### config.mk
export PLATFORM = sky130hd
export DESIGN_NAME = twi_nvbusy_slave
export DESIGN_NICKNAME = d
export VERILOG_FILES = /design/src/rtl/twi_pkg.sv /design/src/rtl/twi_line_sync.sv /design/src/rtl/twi_busy_timer.sv /design/src/rtl/twi_xfer_ctrl.sv /design/src/rtl/twi_nvbusy_slave.sv
export SDC_FILE = /design/constraint.sdc
export NUM_CORES = 1
export LEC_CHECK = 0
export ABC_AREA = 1
export BUFFER_PORTS_ARGS = -buffer_cell sky130_fd_sc_hd__buf_4
export CORE_MARGIN = 2
export CORE_UTILIZATION = 42
export CTS_BUF_LIST = sky130_fd_sc_hd__clkbuf_8
export CTS_CLUSTER_DIAMETER = 60
export DETAILED_ROUTE_END_ITERATION = 6
export GPL_TIMING_DRIVEN = 0
export SLEW_MARGIN = 20
export SYNTH_ARGS = -nofsm -noshare
export SYNTH_HDL_FRONTEND = slang
export SYNTH_SLANG_ARGS = --single-unit
### constraint.sdc
create_clock -name clk -period 2.3 [get_ports clk]
set_input_delay 0.115 -clock clk [delete_from_list [all_inputs] [get_ports clk]]
set_output_delay 0.115 -clock clk [all_outputs]
set_load 0.02 [all_outputs]
### src/rtl/twi_pkg.sv
package twi_pkg;
  localparam int unsigned BYTE_W  = 8;
  localparam int unsigned IDX_W   = 5;
  localparam int unsigned STRAP_W = 3;
  localparam int unsigned TYPE_W  = 4;
  localparam logic [TYPE_W-1:0] DEV_TYPE = 4'b0101;

  typedef enum logic [3:0] {
    ST_IDLE,
    ST_ADDR,
    ST_ADDR_ACK,
    ST_INDEX,
    ST_INDEX_ACK,
    ST_WDATA,
    ST_WDATA_ACK,
    ST_RDATA,
    ST_RACK,
    ST_SKIP
  } xfer_state_t;

  typedef struct packed {
    logic       nv;
    logic [1:0] wiper;
    logic [1:0] slot;
  } reg_sel_t;
endpackage

### src/rtl/twi_line_sync.sv
module twi_line_sync #(
  parameter int unsigned SYNC_STAGES = 2
) (
  input  logic clk,
  input  logic rst_n,
  input  logic scl_i,
  input  logic sda_i,
  output logic sda_s,
  output logic scl_rise,
  output logic scl_fall,
  output logic start_det,
  output logic stop_det
);
  localparam int unsigned LAST = SYNC_STAGES - 1;

  logic [SYNC_STAGES-1:0] scl_pipe_q, sda_pipe_q;
  logic [SYNC_STAGES-1:0] scl_pipe_d, sda_pipe_d;
  logic scl_prev_q, sda_prev_q;
  logic scl_s;

  always_comb begin
    scl_pipe_d = {scl_pipe_q[SYNC_STAGES-2:0], scl_i};
    sda_pipe_d = {sda_pipe_q[SYNC_STAGES-2:0], sda_i};
  end

  always_ff @(posedge clk or negedge rst_n) begin
    if (!rst_n) begin
      scl_pipe_q <= '1;
      sda_pipe_q <= '1;
      scl_prev_q <= 1'b1;
      sda_prev_q <= 1'b1;
    end else begin
      scl_pipe_q <= scl_pipe_d;
      sda_pipe_q <= sda_pipe_d;
      scl_prev_q <= scl_pipe_q[LAST];
      sda_prev_q <= sda_pipe_q[LAST];
    end
  end

  assign scl_s     = scl_pipe_q[LAST];
  assign sda_s     = sda_pipe_q[LAST];
  assign scl_rise  = scl_s & ~scl_prev_q;
  assign scl_fall  = ~scl_s & scl_prev_q;
  assign start_det = scl_s & scl_prev_q & sda_prev_q & ~sda_s;
  assign stop_det  = scl_s & scl_prev_q & ~sda_prev_q & sda_s;
endmodule

### src/rtl/twi_busy_timer.sv
module twi_busy_timer #(
  parameter int unsigned BUSY_CYCLES = 250000
) (
  input  logic clk,
  input  logic rst_n,
  input  logic load_i,
  output logic busy_o
);
  localparam int unsigned CW = $clog2(BUSY_CYCLES + 1);
  localparam logic [CW-1:0] LOAD_VAL = CW'(BUSY_CYCLES);

  logic [CW-1:0] cnt_q, cnt_d;
  logic          cnt_en;

  always_comb begin
    cnt_en = load_i || (cnt_q != '0);
    cnt_d  = load_i ? LOAD_VAL : (cnt_q - CW'(1));
  end

  always_ff @(posedge clk or negedge rst_n) begin
    if (!rst_n) cnt_q <= '0;
    else if (cnt_en) cnt_q <= cnt_d;
  end

  assign busy_o = (cnt_q != '0);

  AST_LOAD_WHEN_IDLE: assert property (@(posedge clk) disable iff (!rst_n)
    load_i |-> !busy_o);
endmodule

### src/rtl/twi_xfer_ctrl.sv
module twi_xfer_ctrl
  import twi_pkg::*;
(
  input  logic                 clk,
  input  logic                 rst_n,
  input  logic                 sda_s,
  input  logic                 scl_rise,
  input  logic                 scl_fall,
  input  logic                 start_det,
  input  logic                 stop_det,
  input  logic [STRAP_W-1:0]   strap_i,
  input  logic                 busy_i,
  input  logic [BYTE_W-1:0]    rdata_i,
  output logic                 sda_oe_o,
  output logic                 we_o,
  output logic [IDX_W-1:0]     addr_o,
  output logic [BYTE_W-1:0]    wdata_o,
  output logic                 commit_o
);
  localparam int unsigned CNT_W = $clog2(BYTE_W + 1);
  localparam logic [CNT_W-1:0] FULL  = CNT_W'(BYTE_W);
  localparam logic [CNT_W-1:0] LASTB = CNT_W'(BYTE_W - 1);

  xfer_state_t        state_q, state_d;
  logic [CNT_W-1:0]   bcnt_q, bcnt_d;
  logic [BYTE_W-1:0]  sh_q, sh_d;
  logic [BYTE_W-1:0]  wdata_q, wdata_d;
  reg_sel_t           idx_q, idx_d;
  logic               rw_q, rw_d;
  logic               nvpend_q, nvpend_d;
  logic               oe_q, oe_d;
  logic               we_q, we_d;
  logic               mack_q, mack_d;
  logic               addr_hit;
  logic               rx_state;

  assign addr_hit = (sh_q[BYTE_W-1 -: TYPE_W] == DEV_TYPE) &&
                    (sh_q[STRAP_W:1] == strap_i) && !busy_i;
  assign rx_state = (state_q == ST_ADDR) || (state_q == ST_INDEX) ||
                    (state_q == ST_WDATA);

  always_comb begin
    state_d  = state_q;
    bcnt_d   = bcnt_q;
    sh_d     = sh_q;
    wdata_d  = wdata_q;
    idx_d    = idx_q;
    rw_d     = rw_q;
    nvpend_d = nvpend_q;
    oe_d     = oe_q;
    mack_d   = mack_q;
    we_d     = 1'b0;
    commit_o = 1'b0;
    if (start_det) begin
      state_d  = ST_ADDR;
      bcnt_d   = '0;
      oe_d     = 1'b0;
      nvpend_d = 1'b0;
    end else if (stop_det) begin
      state_d  = ST_IDLE;
      oe_d     = 1'b0;
      commit_o = nvpend_q & ~busy_i;
      nvpend_d = 1'b0;
    end else if (rx_state) begin
      if (scl_rise && (bcnt_q != FULL)) begin
        sh_d   = {sh_q[BYTE_W-2:0], sda_s};
        bcnt_d = bcnt_q + CNT_W'(1);
      end else if (scl_fall && (bcnt_q == FULL)) begin
        bcnt_d = '0;
        if (state_q == ST_ADDR) begin
          if (addr_hit) begin
            state_d = ST_ADDR_ACK;
            oe_d    = 1'b1;
            rw_d    = sh_q[0];
          end else begin
            state_d = ST_SKIP;
          end
        end else if (state_q == ST_INDEX) begin
          idx_d   = reg_sel_t'(sh_q[IDX_W-1:0]);
          state_d = ST_INDEX_ACK;
          oe_d    = 1'b1;
        end else begin
          we_d     = 1'b1;
          wdata_d  = sh_q;
          nvpend_d = nvpend_q | idx_q.nv;
          state_d  = ST_WDATA_ACK;
          oe_d     = 1'b1;
        end
      end
    end else begin
      unique case (state_q)
        ST_ADDR_ACK: begin
          if (scl_fall) begin
            if (rw_q) begin
              state_d = ST_RDATA;
              sh_d    = rdata_i;
              oe_d    = ~rdata_i[BYTE_W-1];
              bcnt_d  = '0;
            end else begin
              state_d = ST_INDEX;
              oe_d    = 1'b0;
            end
          end
        end
        ST_INDEX_ACK, ST_WDATA_ACK: begin
          if (scl_fall) begin
            state_d = ST_WDATA;
            oe_d    = 1'b0;
          end
        end
        ST_RDATA: begin
          if (scl_fall) begin
            if (bcnt_q == LASTB) begin
              state_d = ST_RACK;
              oe_d    = 1'b0;
              bcnt_d  = '0;
            end else begin
              sh_d   = {sh_q[BYTE_W-2:0], 1'b0};
              oe_d   = ~sh_q[BYTE_W-2];
              bcnt_d = bcnt_q + CNT_W'(1);
            end
          end
        end
        ST_RACK: begin
          if (scl_rise) begin
            mack_d = ~sda_s;
          end else if (scl_fall) begin
            if (mack_q) begin
              state_d = ST_RDATA;
              sh_d    = rdata_i;
              oe_d    = ~rdata_i[BYTE_W-1];
              bcnt_d  = '0;
            end else begin
              state_d = ST_SKIP;
            end
          end
        end
        default: begin
        end
      endcase
    end
  end

  always_ff @(posedge clk or negedge rst_n) begin
    if (!rst_n) begin
      state_q  <= ST_IDLE;
      bcnt_q   <= '0;
      sh_q     <= '0;
      wdata_q  <= '0;
      idx_q    <= '0;
      rw_q     <= 1'b0;
      nvpend_q <= 1'b0;
      oe_q     <= 1'b0;
      we_q     <= 1'b0;
      mack_q   <= 1'b0;
    end else begin
      state_q  <= state_d;
      bcnt_q   <= bcnt_d;
      sh_q     <= sh_d;
      wdata_q  <= wdata_d;
      idx_q    <= idx_d;
      rw_q     <= rw_d;
      nvpend_q <= nvpend_d;
      oe_q     <= oe_d;
      we_q     <= we_d;
      mack_q   <= mack_d;
    end
  end

  assign sda_oe_o = oe_q;
  assign we_o     = we_q;
  assign addr_o   = idx_q;
  assign wdata_o  = wdata_q;

  AST_ADDR_TYPE: assert property (@(posedge clk) disable iff (!rst_n)
    (state_q == ST_ADDR_ACK && $past(state_q) == ST_ADDR)
      |-> ($past(sh_q[BYTE_W-1 -: TYPE_W]) == DEV_TYPE));
  AST_ADDR_STRAP: assert property (@(posedge clk) disable iff (!rst_n)
    (state_q == ST_ADDR_ACK && $past(state_q) == ST_ADDR)
      |-> ($past(sh_q[STRAP_W:1]) == $past(strap_i)));
  AST_NACK_WHILE_BUSY: assert property (@(posedge clk) disable iff (!rst_n)
    (state_q == ST_ADDR_ACK && $past(state_q) == ST_ADDR) |-> !$past(busy_i));
  AST_OE_ON_EDGE: assert property (@(posedge clk) disable iff (!rst_n)
    !$stable(oe_q) |-> ($past(scl_fall) || $past(start_det) || $past(stop_det)));
  AST_WE_ONE_CYCLE: assert property (@(posedge clk) disable iff (!rst_n)
    we_q |=> !we_q);
endmodule

### src/rtl/twi_nvbusy_slave.sv
module twi_nvbusy_slave
  import twi_pkg::*;
#(
  parameter int unsigned BUSY_CYCLES = 250000,
  parameter int unsigned SYNC_STAGES = 2
) (
  input  logic               clk,
  input  logic               rst_n,
  input  logic               scl_i,
  input  logic               sda_i,
  output logic               sda_oe,
  input  logic [STRAP_W-1:0] strap,
  output logic               nv_busy,
  output logic               reg_we,
  output logic [IDX_W-1:0]   reg_addr,
  output logic [BYTE_W-1:0]  reg_wdata,
  input  logic [BYTE_W-1:0]  reg_rdata
);
  logic [1:0] rst_sync_q;
  logic       rst_n_int;
  logic       sda_s, scl_rise, scl_fall, start_det, stop_det;
  logic       commit;

  always_ff @(posedge clk or negedge rst_n) begin
    if (!rst_n) rst_sync_q <= 2'b00;
    else        rst_sync_q <= {rst_sync_q[0], 1'b1};
  end
  assign rst_n_int = rst_sync_q[1];

  twi_line_sync #(.SYNC_STAGES(SYNC_STAGES)) u_sync (
    .clk       (clk),
    .rst_n     (rst_n_int),
    .scl_i     (scl_i),
    .sda_i     (sda_i),
    .sda_s     (sda_s),
    .scl_rise  (scl_rise),
    .scl_fall  (scl_fall),
    .start_det (start_det),
    .stop_det  (stop_det)
  );

  twi_xfer_ctrl u_ctrl (
    .clk       (clk),
    .rst_n     (rst_n_int),
    .sda_s     (sda_s),
    .scl_rise  (scl_rise),
    .scl_fall  (scl_fall),
    .start_det (start_det),
    .stop_det  (stop_det),
    .strap_i   (strap),
    .busy_i    (nv_busy),
    .rdata_i   (reg_rdata),
    .sda_oe_o  (sda_oe),
    .we_o      (reg_we),
    .addr_o    (reg_addr),
    .wdata_o   (reg_wdata),
    .commit_o  (commit)
  );

  twi_busy_timer #(.BUSY_CYCLES(BUSY_CYCLES)) u_timer (
    .clk    (clk),
    .rst_n  (rst_n_int),
    .load_i (commit),
    .busy_o (nv_busy)
  );

  AST_NO_WRITE_BUSY: assert property (@(posedge clk) disable iff (!rst_n_int)
    reg_we |-> !nv_busy);
  AST_BUSY_AFTER_STOP: assert property (@(posedge clk) disable iff (!rst_n_int)
    $rose(nv_busy) |-> $past(stop_det));
endmodule

==> results of run 1 <==
==> metrics by stage <==
step / TNS, ps / cells / util / setup slack (ps) / instance area [sq um]
2_1_floorplan: 0 / 408 / - / 516 / 3260
3_3_place_gp: -11890 / 540 / 0.474 / -232 / 3610
3_5_place_dp: 0 / 541 / 0.478 / 412 / 3640
4_1_cts: 0 / 560 / 0.507 / 319 / 3850
5_1_grt: 0 / 560 / 0.507 / 192 / 3850
6_report: 0 / 560 / 0.507 / 333 / 3850
==> power by group through the flow <==
stage / clock network (mW) / logic (mW) / registers, mW
detailed placement: 0 / 2.35 / 1.82
global placement: 0 / 2.30 / 1.82
CTS: 0.929 / 2.36 / 1.80
finish: 0.905 / 2.34 / 1.80
global route: 0.969 / 2.67 / 1.86
floorplan: 0 / 1.67 / 1.88
==> cells by family after synthesis <==
group | Yosys count | synth area share
flip-flops | 60 | 0.463
other | 1 | 0.00115
AND/OR/NAND/NOR | 228 | 0.330
buffers and inverters | 53 | 0.0680
adder cells (fa/ha/maj) | 3 | 0.0115
XOR/XNOR | 11 | 0.0296
AO/OA/AOI/OAI | 52 | 0.0961
==> synthesized netlist by cell type, types with 2 or more instances <==
cell,count
nor2_1,41
nor2_2,8
nand2_4,2
nand2_1,115
xor2_1,6
inv_1,39
o21ai_2,9
dfrtp_1,54
nor2_4,3
nor3_1,8
nand3_1,23
xnor2_1,5
inv_2,9
nand4_1,5
o21ai_0,26
dfstp_2,6
nor4_1,2
nand3_2,5
o21ai_1,6
ha_1,3
nand3b_1,3
nand2_2,6
a21oi_1,5
==> layer usage <==
layer	up-vias	global-route usage
li1	1391	-
met1	1286	0.236
met2	42	0.289
met3	8	0.0403
met4	0	0.0585
met5	-	0
==> final cells by class <==
cell class	instances	area, sq um
Buffer	4	35.0
Clock buffer	9	124
Clock inverter	7	60.1
Fill cell	751	3750
Inverter	49	186
Multi-Input combinational cell	295	1530
Sequential cell	60	1510
Tap cell	102	128
Timing Repair Buffer	34	283
==> flip-flops by register name, indices dropped and copies added (netlist names) <==
signal	cells
u_ctrl.mack_q	1
u_ctrl.sh_q	8
u_ctrl.nvpend_q	1
u_ctrl.bcnt_q	4
u_ctrl.addr_o	5
u_sync.sda_prev_q	1
u_ctrl.rw_q	1
u_ctrl.sda_oe_o	1
rst_sync_q	2
u_sync.scl_pipe_q	2
u_ctrl.state_q	4
u_sync.sda_pipe_q	2
u_timer.cnt_q	18
u_ctrl.we_o	1
u_ctrl.wdata_o	8
u_sync.scl_prev_q	1
==> how the worst min path moves through the flow <==
stage / slack (ps) / to / depth (start not counted) / startpoint
2_1_floorplan: -180 / rst_sync_q[0] / 0 / rst_n
3_3_place_gp: -100 / rst_sync_q[0] / 1 / rst_n
3_5_place_dp: -100 / rst_sync_q[0] / 1 / rst_n
4_1_cts: 80 / rst_sync_q[1] / 2 / rst_n
5_1_grt: 90 / rst_sync_q[1] / 2 / rst_n
6_report: 90 / rst_sync_q[1] / 2 / rst_n
==> what timing repair did <==
| item | in CTS | in global routing |
|---|---|---|
| endpoints found under the hold margin | 4 | 0 |
| gates resized for setup | 0 | 0 |
| hold buffers | 3 | 0 |
==> placed cells by master, fill, tap and decap left out, drive strengths merged, types with 2 or more instances in the layout <==
| master | count |
|---|---|
| dfrtp | 54 |
| o21ai | 41 |
| dlygate4sd3 | 3 |
| ha | 3 |
| nand3b | 3 |
| clkbuf | 10 |
| buf | 34 |
| clkinv | 3 |
| a21oi | 6 |
| nor3 | 10 |
| xnor2 | 5 |
| or2 | 2 |
| inv | 51 |
| nor4 | 2 |
| nand2 | 123 |
| nand3 | 28 |
| a31oi | 2 |
| dfstp | 6 |
| nor2 | 52 |
| xor2 | 6 |
| nand4 | 6 |
==> impl_metrics.toml, run 1 <==
[die]
top_level_ports = 31
rows = 32
core_area_sq_um = 7610
die_h_um = 92.0
die_area_sq_um = 8470
start_util = 0.428
die_x_um = 92.0

[worst_hold_path]
min_path_type = "in -> async"

[drt]
wl_met1_mm = 3.32
top_layer = "met4"
routedWlPerCell_um = 12.4
first_iter_violations = 98
drc = 0
vias = 2727
wirelength_mm = 6.96
via_per_inst = 4.87
ant_nets = 0
dr_wl_met2_mm = 3.30
met3WireLength_um = 250
dr.pass1.iters = 4

[run_status]
status = "finished clean"

[synthesis]
synth-seq-cells = 60
synth.avg_cell_area_sq_um = 7.98
yosysTopAreaCell = "dfrtp_1"
syn_area_sq_um = 3260
yosysTopAreaCellShare = 0.415
ys_seq_area_frac = 0.463
synth_edf_count = 0
synthTopCellsByArea = "dfrtp_1, nand2_1, dfstp_2"
synthFlopType = "dfrtp_1"
synth_nets = 426
synth_cell_types = 42
postSynthCellCount = 408
ys_warn_count = 0
async_flop_share = 1.00

[power]
switchingPower_mw = 2.22
leakagePower_nw = 1.93
vdd_ir_drop_max_mv = 0.519
internal_power_mw = 2.83
power_mw = 5.05
power_frac_clock = 0.179
swShare = 0.440
power_density_nw_per_um2 = 1310
p_seq_frac = 0.357
p_comb_frac = 0.464

[finish]
layout.nets = 471
area_growth_pct = 18.4
antenna_cells = 0
drive_gt1_frac = 0.227

[cts]
cts_max_level = 3
cts_tree = "done"
clock_latency_ps = 340
cts_buffer_depth = 2
cts_root_buffer = "clkbuf_8"
cts_sinks = 60
numCtsBuffers = 9
post_cts_buffers = 0
clk_pin_slew_ps = 70

[timing]
hold_ws_ps = 90.1
min_period_ps = 1970
rsz0062_at_grt = "no"
fmax_mhz = 509
min_period_over_period = 0.855
final_hold_viol_count = 0
skew_ps = 7.08
setup_viol = 0
slew_violations = 0

[run]
drv_cap = 0

[setup_path]
cp-start-kind = "flip-flop"
rr_endpoint = "u_ctrl.state_q[0]"
path_buf_inv = 3
endpoint = "nv_busy"
cp_max_fo = 10
worstSetupPathType = "reg -> out"
rrSetupSlack_ps = 400
r2r-start = "u_timer.cnt_q[0]"
cp.required_ps = 2180
worstRegToRegCells = 11
arrival_ps = 1850
cp_slowest_cell = "dfrtp_1"
worstSetupStartpoint = "u_timer.cnt_q[0]"
crit_chain = "inv_1, ha_1, nand2_1, nor2_2, nand3_2, buf_6, buf_4"
path_depth = 7
slowest_delay_ps = 400
setup.worst_path.end_class = "output port"
critical-path-top-delay-family = "simple AND/OR/NAND/NOR gates"

[global_routing]
grt_max_degree = 45
grt_pass1_vias = 2572
track_usage = 0.178
grt_overflow = 0
antenna_found_initial = 0
grt_pass1_wl_mm = 12.0

[place]
portBuffers = 30
routabilityCongestion = 0.879
dp_hpwl_mm = 5.23
Power figures use the tool's default switching activity.
==> inputs of run 2 (changes only) <==
--- a/config.mk
+++ b/config.mk
@@ -7,7 +7,6 @@
 export LEC_CHECK = 0
 export ABC_AREA = 1
 export BUFFER_PORTS_ARGS = -buffer_cell sky130_fd_sc_hd__buf_4
-export CORE_MARGIN = 2
 export CORE_UTILIZATION = 42
 export CTS_BUF_LIST = sky130_fd_sc_hd__clkbuf_8
 export CTS_CLUSTER_DIAMETER = 60
==> impl_metrics.toml, run 2 (synthesis gave the netlist of run 1 again) <==
[setup_path]
worstRegToRegCells = 11
rrSetupSlack_ps = 350
cp-start-kind = "flip-flop"
arrival_ps = 1860
rr_endpoint = "u_ctrl.state_q[0]"
cp.required_ps = 2180
critical-path-top-delay-family = "simple AND/OR/NAND/NOR gates"
cp_max_fo = 10
slowest_delay_ps = 390
setup.worst_path.end_class = "output port"
path_buf_inv = 3
crit_chain = "inv_1, ha_1, nand2_1, nor2_2, nand3_2, buf_6, buf_4"
worstSetupPathType = "reg -> out"
cp_slowest_cell = "dfrtp_1"
r2r-start = "u_timer.cnt_q[0]"

[finish]
fin_cells = 557
regMostFlops = "u_timer.cnt_q"
drive_gt1_frac = 0.231
layout_common_cells = "nand2_1, dfrtp_1, nor2_1"
finish.utilization = 0.530
area_growth_pct = 20.0
layout.area.seq_sq_um = 1510
n_fill_cell = 728
layout.nets = 471
multi_input_area_sq_um = 1530
final_common_cell = "nand2_1"
largest_reg_flops = 18
stdcell_area_sq_um = 3910
antenna_cells = 0

[die]
core_area_sq_um = 7370
die_area_sq_um = 8110
start_util = 0.442
top_level_ports = 31
die_h_um = 90.0
die_x_um = 90.0
rows = 31

[global_routing]
grt_pass1_wl_mm = 12.2
track_usage = 0.187
grt_max_degree = 34
antenna_found_initial = 0
grt_overflow = 0
grt_pass1_vias = 2609

[drt]
dr.pass1.iters = 4
via_per_inst = 4.94
routedWlPerCell_um = 12.6
ant_nets = 0
wirelength_mm = 7.03
first_iter_violations = 169
vias = 2754
drc = 0

[cts]
numCtsBuffers = 9
cts_max_level = 3
clk_pin_slew_ps = 70
cts_buffer_depth = 2
cts_tree = "done"
ctsResizeCount = 0
cts_root_buffer = "clkbuf_8"
cts_sinks = 60
post_cts_buffers = 0
clock_latency_ps = 340

[place]
pre_cts_ws_ps = 379
dp_hpwl_mm = 5.32
routabilityCongestion = 0.861
post-place-cells = 538
place_area_sq_um = 3630
portBuffers = 30

[run]
drv_cap = 0

[power]
vdd_ir_drop_max_mv = 0.527
power_density_nw_per_um2 = 1360
p_seq_frac = 0.338
power_frac_clock = 0.222
swShare = 0.420
switchingPower_mw = 2.24
power_mw = 5.33
leakagePower_nw = 1.94
p_comb_frac = 0.440
internal_power_mw = 3.09

[timing]
final_hold_viol_count = 0
min_period_ps = 1970
fin_tns_setup_ps = 0
hold_ws_ps = 92.2
setup_viol = 0
skew_ps = 14.7
layout_setup_ws_ps = 327
min_period_over_period = 0.858
rsz0062_at_grt = "no"
slew_violations = 0
fmax_mhz = 507

[worst_hold_path]
min_path_type = "in -> async"

[run_status]
status = "finished clean"
==> run 2: worst register-to-register path, delay by kind of cell (launching register included) <==
kind / cells / cell delay (ps)
flops: 1 / 390
simple gates: 8 / 830
fa+ha+maj: 1 / 210
buf+inv: 1 / 100
compound gates: 1 / 310
==> run 2: what timing repair did <==
item / in CTS / in global routing
endpoints found under the hold margin: 4 / 0
endpoints found under the setup margin: 0 / 0
hold buffers: 3 / 0
==> run 2: worst max path at each step <==
stage,slack [ps],cells past startpoint,startpoint,end
after floorplan,520,0,rst_sync_q[1],u_ctrl.addr_o[0]
after global placement,-220,0,rst_sync_q[1],u_timer.cnt_q[14]
after detailed placement,380,9,u_timer.cnt_q[0],u_timer.cnt_q[4]
after CTS,300,7,u_timer.cnt_q[0],nv_busy
after global routing,120,11,u_timer.cnt_q[0],u_ctrl.sda_oe_o
final,330,7,u_timer.cnt_q[0],nv_busy
==> run 2: power by group through the flow <==
stage               Sequential (mW)  Clock (mW)  Combinational, mW
floorplan                      1.88           0               1.67
global placement               1.82           0               2.29
detailed placement             1.82           0               2.34
CTS                            1.80        1.21               2.36
global route                   1.86        1.25               2.65
finish                         1.80        1.18               2.34
==> run 2: cell type report <==
class	count	share of cell area
buffer	4	0.00897
clock buffer	10	0.0352
clock inverter	6	0.0285
inverter	49	0.0477
multi-input combinational	295	0.390
sequential	60	0.387
tap	99	0.0317
timing repair buffer	34	0.0704
==> run 2: routing by layer <==
metal	global-route usage	wire (um)	part of all wire	vias up
met2	0.295	3180	0.45	47
li1	-	-	-	1395
met4	0.0470	73	0.010	0
met3	0.0550	276	0.039	8
met5	0	0	0	-
met1	0.251	3500	0.50	1304
==> inputs of run 3 (changes only) <==
--- a/config.mk
+++ b/config.mk
@@ -6,12 +6,13 @@
 export NUM_CORES = 1
 export LEC_CHECK = 0
 export ABC_AREA = 1
-export BUFFER_PORTS_ARGS = -buffer_cell sky130_fd_sc_hd__buf_4
+export BUFFER_PORTS_ARGS = -buffer_cell sky130_fd_sc_hd__clkbuf_2
 export CORE_UTILIZATION = 42
 export CTS_BUF_LIST = sky130_fd_sc_hd__clkbuf_8
 export CTS_CLUSTER_DIAMETER = 60
 export DETAILED_ROUTE_END_ITERATION = 6
 export GPL_TIMING_DRIVEN = 0
+export SKIP_LAST_GASP = 1
 export SLEW_MARGIN = 20
 export SYNTH_ARGS = -nofsm -noshare
 export SYNTH_HDL_FRONTEND = slang
==> impl_metrics.toml, run 3 (synthesis gave the netlist of run 1 again) <==
[worst_hold_path]
min_path_type = "in -> async"

[drt]
wirelength_mm = 6.83
dr.pass1.iters = 4
ant_nets = 0
first_iter_violations = 136
drc = 0
vias = 2671
via_per_inst = 4.80
routedWlPerCell_um = 12.3

[die]
top_level_ports = 31
die_area_sq_um = 8110
start_util = 0.442
core_area_sq_um = 7370
rows = 31
die_x_um = 90.0
die_h_um = 90.0

[setup_path]
cp.required_ps = 2180
setup.worst_path.end_class = "output port"
cp_max_fo = 10
rr_endpoint = "u_ctrl.state_q[0]"
worstSetupPathType = "reg -> out"
cp-start-kind = "flip-flop"
arrival_ps = 1850
rrSetupSlack_ps = 390
r2r-start = "u_timer.cnt_q[0]"
worstRegToRegCells = 11

[finish]
layout_common_cells = "nand2_1, dfrtp_1, nor2_1"
area_growth_pct = 15.9
largest_reg_flops = 18
final_common_cell = "nand2_1"
finish.utilization = 0.512
n_fill_cell = 738
drive_gt1_frac = 0.230
antenna_cells = 0
stdcell_area_sq_um = 3770
fin_cells = 556
layout.nets = 471
regMostFlops = "u_timer.cnt_q"

[global_routing]
grt_pass1_wl_mm = 12.0
grt_pass1_vias = 2582
antenna_found_initial = 0
grt_overflow = 0
track_usage = 0.185
grt_max_degree = 41

[cts]
cts_tree = "done"
cts_max_level = 3
numCtsBuffers = 9
cts_buffer_depth = 2
cts_sinks = 60
clock_latency_ps = 340
cts_root_buffer = "clkbuf_8"
clk_pin_slew_ps = 60

[timing]
skew_ps = 8.94
setup_viol = 0
rsz0062_at_grt = "no"
min_period_ps = 1960
final_hold_viol_count = 0
layout_setup_ws_ps = 337
min_period_over_period = 0.854
fmax_mhz = 509
slew_violations = 0

[power]
power_mw = 4.98
leakagePower_nw = 1.90
power_density_nw_per_um2 = 1320
vdd_ir_drop_max_mv = 0.634

[place]
place_area_sq_um = 3550
portBuffers = 30
dp_hpwl_mm = 5.21
post-place-cells = 538
routabilityCongestion = 0.827
pre_cts_ws_ps = 382

[run_status]
status = "finished clean"

[run]
drv_cap = 0
run 3: cell types whose count changed in the layout (fill, tap and decap cells not counted):
cell / delta
bufinv_16: -2
clkbuf_2: +30
clkinv_2: +2
buf_4: -30
clkinv_4: -1
run 3: timing repair:
| action | CTS | global route |
|---|---|---|
| buffers inserted | 0 | 0 |
| endpoints found under the hold margin | 4 | 0 |
| resized for setup | 0 | 0 |
| hold buffers | 3 | 0 |
run 3: worst max path at each step:
stage	start	end	slack [ps]	depth (start not counted)
2_1_floorplan	rst_sync_q[1]	u_ctrl.addr_o[0]	520	0
4_1_cts	u_timer.cnt_q[0]	nv_busy	300	7
3_5_place_dp	u_timer.cnt_q[0]	u_timer.cnt_q[4]	380	9
5_1_grt	u_timer.cnt_q[0]	u_ctrl.sda_oe_o	110	11
3_3_place_gp	rst_sync_q[1]	u_timer.cnt_q[13]	-240	0
6_report	u_timer.cnt_q[0]	nv_busy	340	7
run 3: critical path, cell delays in order (launching register included):
cell	delay, ps
dfrtp_1	390
inv_1	90
ha_1	210
nand2_1	130
nor2_2	220
nand3_2	140
buf_6	180
clkbuf_2	160
run 3: area by class of cell:
type                    count  area (sq um)  share of cell area
well taps                  99           124              0.0328
flip-flops and latches     60          1510               0.401
clock inverters             5          52.6              0.0139
plain buffers               4          35.0             0.00928
inverters                  49           186              0.0494
multi-input cells         295          1530               0.404
repair buffers             34           200              0.0531
clock buffers              10           138              0.0365
run 3: per-stage QoR:
step | hold slack, ps | setup TNS, ps
after floorplan | -181 | 0
final | 101 | 0
after CTS | 82.7 | 0
after detailed placement | -94.6 | 0
after global routing | 97.9 | 0
after global placement | -97.5 | -12260
run 3: metal layers:
layer,global-route usage,wire length [um],vias up
met1,0.254,3360,1228
li1,-,-,1390
met4,0.0645,83,0
met5,0,0,-
met2,0.289,3120,45
met3,0.0406,255,8
run 3: where the power goes:
part	switching, mW	total, mW	internal (mW)
sequential	0.348	1.80	1.45
combinational	1.44	2.26	0.819
clock	0.406	0.923	0.517
